## src/rtl/trk_pkg.sv

```systemverilog
package trk_pkg;

    localparam int NIB = 4;

    localparam logic [NIB-1:0] OP_MARK = 4'hF;
    localparam logic [NIB-1:0] OP_ON   = 4'hE;
    localparam logic [NIB-1:0] OP_OFF  = 4'hD;
    localparam logic [NIB-1:0] OP_END  = 4'hC;

    localparam logic [NIB-1:0] NOTE_MAX = 4'd7;
    localparam logic [NIB-1:0] OCT_MAX  = 4'd7;

    typedef enum logic [2:0] {
        S_IDLE,
        S_WAIT,
        S_FETCH,
        S_RECV,
        S_NFETCH,
        S_NRECV,
        S_EMIT,
        S_STOP
    } prs_state_t;

    typedef struct packed {
        logic           on;
        logic [NIB-1:0] chan;
        logic [2:0]     note;
        logic [2:0]     oct;
    } trk_ev_t;

endpackage

```

## src/rtl/trk_tempo.sv

```systemverilog
module trk_tempo #(
    parameter int CLK_HZ = 50_000_000,
    parameter int BPM_W  = 9
) (
    input  logic             clk,
    input  logic             rst_n,
    input  logic             run,
    input  logic [BPM_W-1:0] bpm,
    output logic             tick
);
    localparam longint unsigned LIMIT = 64'd60 * 64'(CLK_HZ);
    localparam int ACC_W = $clog2(LIMIT + (64'd1 << (BPM_W + 3))) + 1;

    typedef struct packed {
        logic [ACC_W-1:0] acc;
        logic             tick;
    } tempo_s;

    tempo_s q, d;
    logic [ACC_W-1:0] sum;

    always_comb begin
        d   = q;
        sum = q.acc + ACC_W'({bpm, 3'b000});
        if (!run) begin
            d.acc  = '0;
            d.tick = 1'b0;
        end else if (sum >= ACC_W'(LIMIT)) begin
            d.acc  = sum - ACC_W'(LIMIT);
            d.tick = 1'b1;
        end else begin
            d.acc  = sum;
            d.tick = 1'b0;
        end
    end

    always_ff @(posedge clk or negedge rst_n) begin
        if (!rst_n) q <= '0;
        else        q <= d;
    end

    assign tick = q.tick;

endmodule

```

## src/rtl/trk_parse.sv

```systemverilog
module trk_parse
    import trk_pkg::*;
#(
    parameter int AW       = 8,
    parameter int CHANNELS = 14,
    parameter int PEND_W   = 4
) (
    input  logic          clk,
    input  logic          rst_n,
    input  logic          play,
    input  logic          tick,
    output logic          rd_en,
    output logic [AW-1:0] rd_addr,
    input  logic [7:0]    rd_data,
    output logic          ev_valid,
    input  logic          ev_ready,
    output trk_ev_t       ev,
    output logic          done,
    output logic          err,
    output logic          overrun
);
    localparam logic [NIB:0] CH_LIM = (NIB+1)'(CHANNELS);

    typedef struct packed {
        prs_state_t      st;
        logic [AW-1:0]   ptr;
        logic            head;
        logic            seen;
        logic [NIB-1:0]  last;
        logic [NIB-1:0]  chan;
        trk_ev_t         ev;
        logic [PEND_W-1:0] pend;
        logic            done;
        logic            err;
        logic            ovr;
    } prs_s;

    prs_s q, d;

    logic [NIB-1:0] op, lo;
    logic           parsing;
    logic           bad_ch;

    assign op = rd_data[7:4];
    assign lo = rd_data[3:0];

    always_comb begin
        d       = q;
        rd_en   = 1'b0;
        parsing = (q.st == S_FETCH) || (q.st == S_RECV) || (q.st == S_NFETCH) ||
                  (q.st == S_NRECV) || (q.st == S_EMIT);
        bad_ch  = ({1'b0, lo} >= CH_LIM) || (q.seen && (lo <= q.last));

        if (tick && parsing) begin
            d.ovr = 1'b1;
            if (q.pend != '1) d.pend = q.pend + 1'b1;
        end

        unique case (q.st)
            S_IDLE: begin
                d.st   = S_WAIT;
                d.ptr  = '0;
                d.head = 1'b1;
            end
            S_WAIT: begin
                if (tick || (q.pend != '0)) begin
                    d.st = S_FETCH;
                    if (!tick) d.pend = q.pend - 1'b1;
                end
            end
            S_FETCH: begin
                rd_en = 1'b1;
                d.st  = S_RECV;
            end
            S_RECV: begin
                if (q.head) begin
                    if (op == OP_MARK) begin
                        d.head = 1'b0;
                        d.seen = 1'b0;
                        d.ptr  = q.ptr + 1'b1;
                        d.st   = S_FETCH;
                    end else if (op == OP_END) begin
                        d.done = 1'b1;
                        d.st   = S_STOP;
                    end else begin
                        d.err = 1'b1;
                        d.st  = S_STOP;
                    end
                end else if (op == OP_MARK) begin
                    d.head = 1'b1;
                    d.st   = S_WAIT;
                end else if (op == OP_END) begin
                    d.done = 1'b1;
                    d.st   = S_STOP;
                end else if ((op == OP_ON) && !bad_ch) begin
                    d.chan = lo;
                    d.ptr  = q.ptr + 1'b1;
                    d.st   = S_NFETCH;
                end else if ((op == OP_OFF) && !bad_ch) begin
                    d.ev   = '{on: 1'b0, chan: lo, note: 3'd0, oct: 3'd0};
                    d.seen = 1'b1;
                    d.last = lo;
                    d.ptr  = q.ptr + 1'b1;
                    d.st   = S_EMIT;
                end else begin
                    d.err = 1'b1;
                    d.st  = S_STOP;
                end
            end
            S_NFETCH: begin
                rd_en = 1'b1;
                d.st  = S_NRECV;
            end
            S_NRECV: begin
                if ((op == '0) || (op > NOTE_MAX) || (lo > OCT_MAX)) begin
                    d.err = 1'b1;
                    d.st  = S_STOP;
                end else begin
                    d.ev   = '{on: 1'b1, chan: q.chan, note: op[2:0], oct: lo[2:0]};
                    d.seen = 1'b1;
                    d.last = q.chan;
                    d.ptr  = q.ptr + 1'b1;
                    d.st   = S_EMIT;
                end
            end
            S_EMIT: begin
                if (ev_ready) d.st = S_FETCH;
            end
            default: begin
                d.st = S_STOP;
            end
        endcase

        if (!play) d = '0;
    end

    always_ff @(posedge clk or negedge rst_n) begin
        if (!rst_n) q <= '0;
        else        q <= d;
    end

    assign rd_addr  = q.ptr;
    assign ev_valid = (q.st == S_EMIT);
    assign ev       = q.ev;
    assign done     = q.done;
    assign err      = q.err;
    assign overrun  = q.ovr;

endmodule

```

## src/rtl/trk_seq.sv

```systemverilog
module trk_seq
    import trk_pkg::*;
#(
    parameter int CLK_HZ   = 50_000_000,
    parameter int BPM_W    = 9,
    parameter int AW       = 8,
    parameter int CHANNELS = 14,
    parameter int PEND_W   = 4
) (
    input  logic             clk,
    input  logic             rst_n,
    input  logic             play,
    input  logic [BPM_W-1:0] tempo_bpm,
    output logic             rd_en,
    output logic [AW-1:0]    rd_addr,
    input  logic [7:0]       rd_data,
    output logic             ev_valid,
    input  logic             ev_ready,
    output logic             ev_on,
    output logic [3:0]       ev_chan,
    output logic [2:0]       ev_note,
    output logic [2:0]       ev_oct,
    output logic             tick,
    output logic             done,
    output logic             err,
    output logic             overrun
);
    trk_ev_t ev;

    trk_tempo #(
        .CLK_HZ (CLK_HZ),
        .BPM_W  (BPM_W)
    ) u_tempo (
        .clk   (clk),
        .rst_n (rst_n),
        .run   (play),
        .bpm   (tempo_bpm),
        .tick  (tick)
    );

    trk_parse #(
        .AW       (AW),
        .CHANNELS (CHANNELS),
        .PEND_W   (PEND_W)
    ) u_parse (
        .clk      (clk),
        .rst_n    (rst_n),
        .play     (play),
        .tick     (tick),
        .rd_en    (rd_en),
        .rd_addr  (rd_addr),
        .rd_data  (rd_data),
        .ev_valid (ev_valid),
        .ev_ready (ev_ready),
        .ev       (ev),
        .done     (done),
        .err      (err),
        .overrun  (overrun)
    );

    assign ev_on   = ev.on;
    assign ev_chan = ev.chan;
    assign ev_note = ev.note;
    assign ev_oct  = ev.oct;

endmodule

```

## config.mk

```make
export PLATFORM = sky130hd
export DESIGN_NAME = trk_seq
export DESIGN_NICKNAME = d
export VERILOG_FILES = /design/src/rtl/trk_pkg.sv /design/src/rtl/trk_tempo.sv /design/src/rtl/trk_parse.sv /design/src/rtl/trk_seq.sv
export SDC_FILE = /design/constraint.sdc
export NUM_CORES = 1
export LEC_CHECK = 0
export BUFFER_PORTS_ARGS = -buffer_cell sky130_fd_sc_hd__buf_2
export CAP_MARGIN = 20
export CORE_ASPECT_RATIO = 1.1
export CORE_MARGIN = 10
export CORE_UTILIZATION = 52
export DETAILED_ROUTE_END_ITERATION = 16
export PLACE_DENSITY = 0.79
export SYNTH_ARGS = -nofsm -noshare
export SYNTH_HDL_FRONTEND = slang
export SYNTH_SLANG_ARGS = --single-unit
```

## constraint.sdc

```tcl
create_clock -name clk -period 4.8 [get_ports clk]
set_input_delay 0.96 -clock clk [delete_from_list [all_inputs] [get_ports clk]]
set_output_delay 0.96 -clock clk [all_outputs]
set_load 0.05 [all_outputs]
```

==> reports/metrics.yaml <==
layout_commonest_cell: "sky130_fd_sc_hd__dfrtp_1"
per_cell_routed_wire_length_um: 16.4
num_vias: 4246
timing.clock.skew_ns: 0.00940
die_area_sq_um: 13900
hpwl_after_detailed_placement_mm: 8.61
synth_cell_type_count: 74
antenna_found_initial: 0
tightest_slew_ns: 0.916
drt_iter0_drc: 274
net_switching_share_of_the_total_power_pct: 33.7
antenna-diode-count: 0
power_frac_comb_pct: 32.5
post_cts.resized_instances: 0
internal_power_mw: 1.19
met1Wirelength_mm: 5.25
leading_cell_types_in_the_layout_fill_and_taps_excluded: "sky130_fd_sc_hd__dfrtp_1, sky130_fd_sc_hd__nand2_1, sky130_fd_sc_hd__buf_2"
setup_violations: 0
async_flop_share_pct: 100
syn-mean-instance-area_sq_um: 8.85
grt-ovfl-total: 0
p_leak_nw: 2.47
worst_setup_hold_path_clk_slew_ns: 0.08
post-cts-setup-buffer-count: 0
pwr-share-seq_pct: 34.6
final.min_clock_period_ns: 4.44
slew_headroom_pct: 38.1
routed_via_density: 5.95
routed-wl-met3_um: 575
grt_max_degree: 46
critical_path_peak_fanout: 14
cap_viol_max_count: 0
drtAntennaViolNets: 0
die_h_um: 123
timing_max_transition_violations_final: 0
wl_met2_mm: 5.59
synthesis.area_sq_um: 4970
final.setup.tns_ns: 0
cts_hold_buffers: 0
hp-class: "reg -> reg"
cts_made_buffers: 9
setup_repair_after_global_routing_missed_its_margin: "false"
io_pins: 46
hold_ws_ns: 0.484
share_clk_of_total_power_pct: 32.9
cp-end-kind: "flop"
place.gp.congestion: 0.888
max_freq_ghz: 0.225
via_count_of_the_first_global_routing_pass: 4260
mappedNetlistNets: 602
synthCells: 562
grt_pass1_wl_mm: 20.1
main_area_contributors_after_synthesis: "sky130_fd_sc_hd__dfrtp_1, sky130_fd_sc_hd__xnor2_1, sky130_fd_sc_hd__xor2_1, sky130_fd_sc_hd__ha_1, sky130_fd_sc_hd__nand2_1"
clock-sinks: 66
cts_root_buf: "sky130_fd_sc_hd__clkbuf_8"
finalHoldViolCount: 0
path_class: "in -> reg"
finalWirelength_mm: 11.7
synth_top_flop_cell: "sky130_fd_sc_hd__dfrtp_1"
yosys_register_bits: 66
die-width_um: 113
synth.top_cell.area_share_pct: 33.2
worstPathArrival_ns: 4.72
grtUsageTotal_pct: 17.1
timing.critical_path.from_type: "input pin"
number_of_remaining_drc_errors: 0
status: "finished clean"
nets: 632
drive_gt1_share_pct: 17.4
cts.htree.levels: 3
clk_latency_ns: 0.36
pwr_density_cell_nw_per_um2: 329
synth_warnings: 0
clockBufferDepth: 2
synth-edff-count: 0
initial_core_util_pct: 53.2
row_count: 37
maxUsedRoutingLayer: "met4"
synth_top_cell_by_area: "sky130_fd_sc_hd__dfrtp_1"
cp.required_ns: 5.08
synth-seq-area-share_pct: 33.2
coreArea_sq_um: 9350
vdd_ir_drop_max_mv: 0.201
tritoncts_clock_tree: "done"
numPortBuffers: 45
fin_crit_sh_pct: 92.6
detailed_routing_iterations_pass_1: 6
total_switching_power_uw: 606
layout-area-overhead-vs-synth_pct: 9.81
cell usage after synthesis, types with 4 or more instances:
cell type / instances
sky130_fd_sc_hd__nor2b_1: 11
sky130_fd_sc_hd__or2_2: 5
sky130_fd_sc_hd__o21ai_1: 13
sky130_fd_sc_hd__nand2_1: 59
sky130_fd_sc_hd__dfrtp_1: 66
sky130_fd_sc_hd__and3_1: 9
sky130_fd_sc_hd__nand4_1: 11
sky130_fd_sc_hd__nand3_1: 15
sky130_fd_sc_hd__inv_1: 15
sky130_fd_sc_hd__and2_1: 29
sky130_fd_sc_hd__buf_4: 20
sky130_fd_sc_hd__mux2i_1: 8
sky130_fd_sc_hd__a22o_1: 6
sky130_fd_sc_hd__nor2_1: 33
sky130_fd_sc_hd__o22ai_1: 4
sky130_fd_sc_hd__xnor2_1: 32
sky130_fd_sc_hd__o31ai_1: 4
sky130_fd_sc_hd__ha_1: 18
sky130_fd_sc_hd__nor3_1: 9
sky130_fd_sc_hd__a21oi_1: 23
sky130_fd_sc_hd__o211ai_1: 9
sky130_fd_sc_hd__clkbuf_1: 16
sky130_fd_sc_hd__o21ai_0: 22
sky130_fd_sc_hd__xor2_1: 26
sky130_fd_sc_hd__a211oi_1: 6
sky130_fd_sc_hd__or3_1: 6
sky130_fd_sc_hd__o21a_1: 8
sky130_fd_sc_hd__a21o_1: 6
sky130_fd_sc_hd__nand2b_1: 12
per-layer routing:
metal  vias up  GRT usage (%)
met3        34           3.51
met1      2040           21.4
met5         -              0
met4         0           7.94
met2       125           27.7
li1       2047              -
path summary, 6_finish.rpt:
path,startpoint,end,slack (ns),cells after the start
worst max-delay path,tempo_bpm[0],u_tempo.q[17],0.36,16
worst max register to register,u_tempo.q[4],u_tempo.q[17],0.68,15
worst min-delay path,u_parse.ev[10],u_parse.ev[10],0.48,1
worst min register to register,u_parse.ev[10],u_parse.ev[10],0.48,1
max in group asynchronous,rst_n,u_parse.q[38],3.22,2
min in group asynchronous,rst_n,u_tempo.q[25],0.61,1
stage by stage:
step                      instances  setup WS, ns  power (mW)  area, sq um  util (%)
after floorplan                 562         0.646        1.07         4970         -
after global placement          698         0.200        1.19         5210      55.7
after detailed placement        698        0.0143        1.21         5210      55.7
after CTS                       714         0.386        1.81         5460      58.4
after global routing            714        0.0349        1.90         5460      58.4
final                           714         0.356        1.80         5460      58.4
final cells by class:
cell class                      count  area [sq um]
Tap cell                          117           146
Clock buffer                       10           138
Fill cell                         831          3890
Multi-Input combinational cell    442          3030
Timing Repair Buffer               58           323
Clock inverter                      6           113
Sequential cell                    66          1650
Inverter                           15          56.3
kinds of logic after synthesis:
| group | after synthesis | synth area share [%] |
|---|---|---|
| compound gates | 137 | 20.2 |
| xor+xnor | 58 | 10.2 |
| fa+ha+maj | 19 | 4.93 |
| buf+inv | 54 | 5.79 |
| flops | 66 | 33.2 |
| mux | 11 | 2.29 |
| simple gates | 217 | 23.4 |
state kept, by name (all words and copies together) (netlist names):
register	flops
u_parse.err	1
u_parse.ev	11
u_parse.done	1
u_tempo.q	30
u_parse.overrun	1
u_parse.q	13
u_parse.rd_addr	8
u_tempo.tick	1
power groups by stage:
stage | sequential, mW | combinational, mW | clock, mW
after floorplan | 0.626 | 0.442 | 0
after global placement | 0.633 | 0.558 | 0
after detailed placement | 0.633 | 0.576 | 0
after CTS | 0.622 | 0.580 | 0.605
after global routing | 0.627 | 0.648 | 0.625
final | 0.622 | 0.585 | 0.592
worst max-delay path, cell delays in order:
cell and delay [ns]:
sky130_fd_sc_hd__buf_2 0.08, sky130_fd_sc_hd__ha_1 0.18, sky130_fd_sc_hd__inv_1 0.06, sky130_fd_sc_hd__fa_1 0.40, sky130_fd_sc_hd__nor2b_1 0.20, sky130_fd_sc_hd__o211ai_1 0.19
sky130_fd_sc_hd__o21ai_1 0.46, sky130_fd_sc_hd__nand4_1 0.17, sky130_fd_sc_hd__xor2_1 0.52, sky130_fd_sc_hd__o31ai_4 0.17, sky130_fd_sc_hd__nor3_2 0.27, sky130_fd_sc_hd__o31ai_4 0.09
sky130_fd_sc_hd__buf_4 0.22, sky130_fd_sc_hd__or2_2 0.32, sky130_fd_sc_hd__a211oi_2 0.21, sky130_fd_sc_hd__mux2i_1 0.22
No activity file was read; power rests on OpenSTA's default activity.
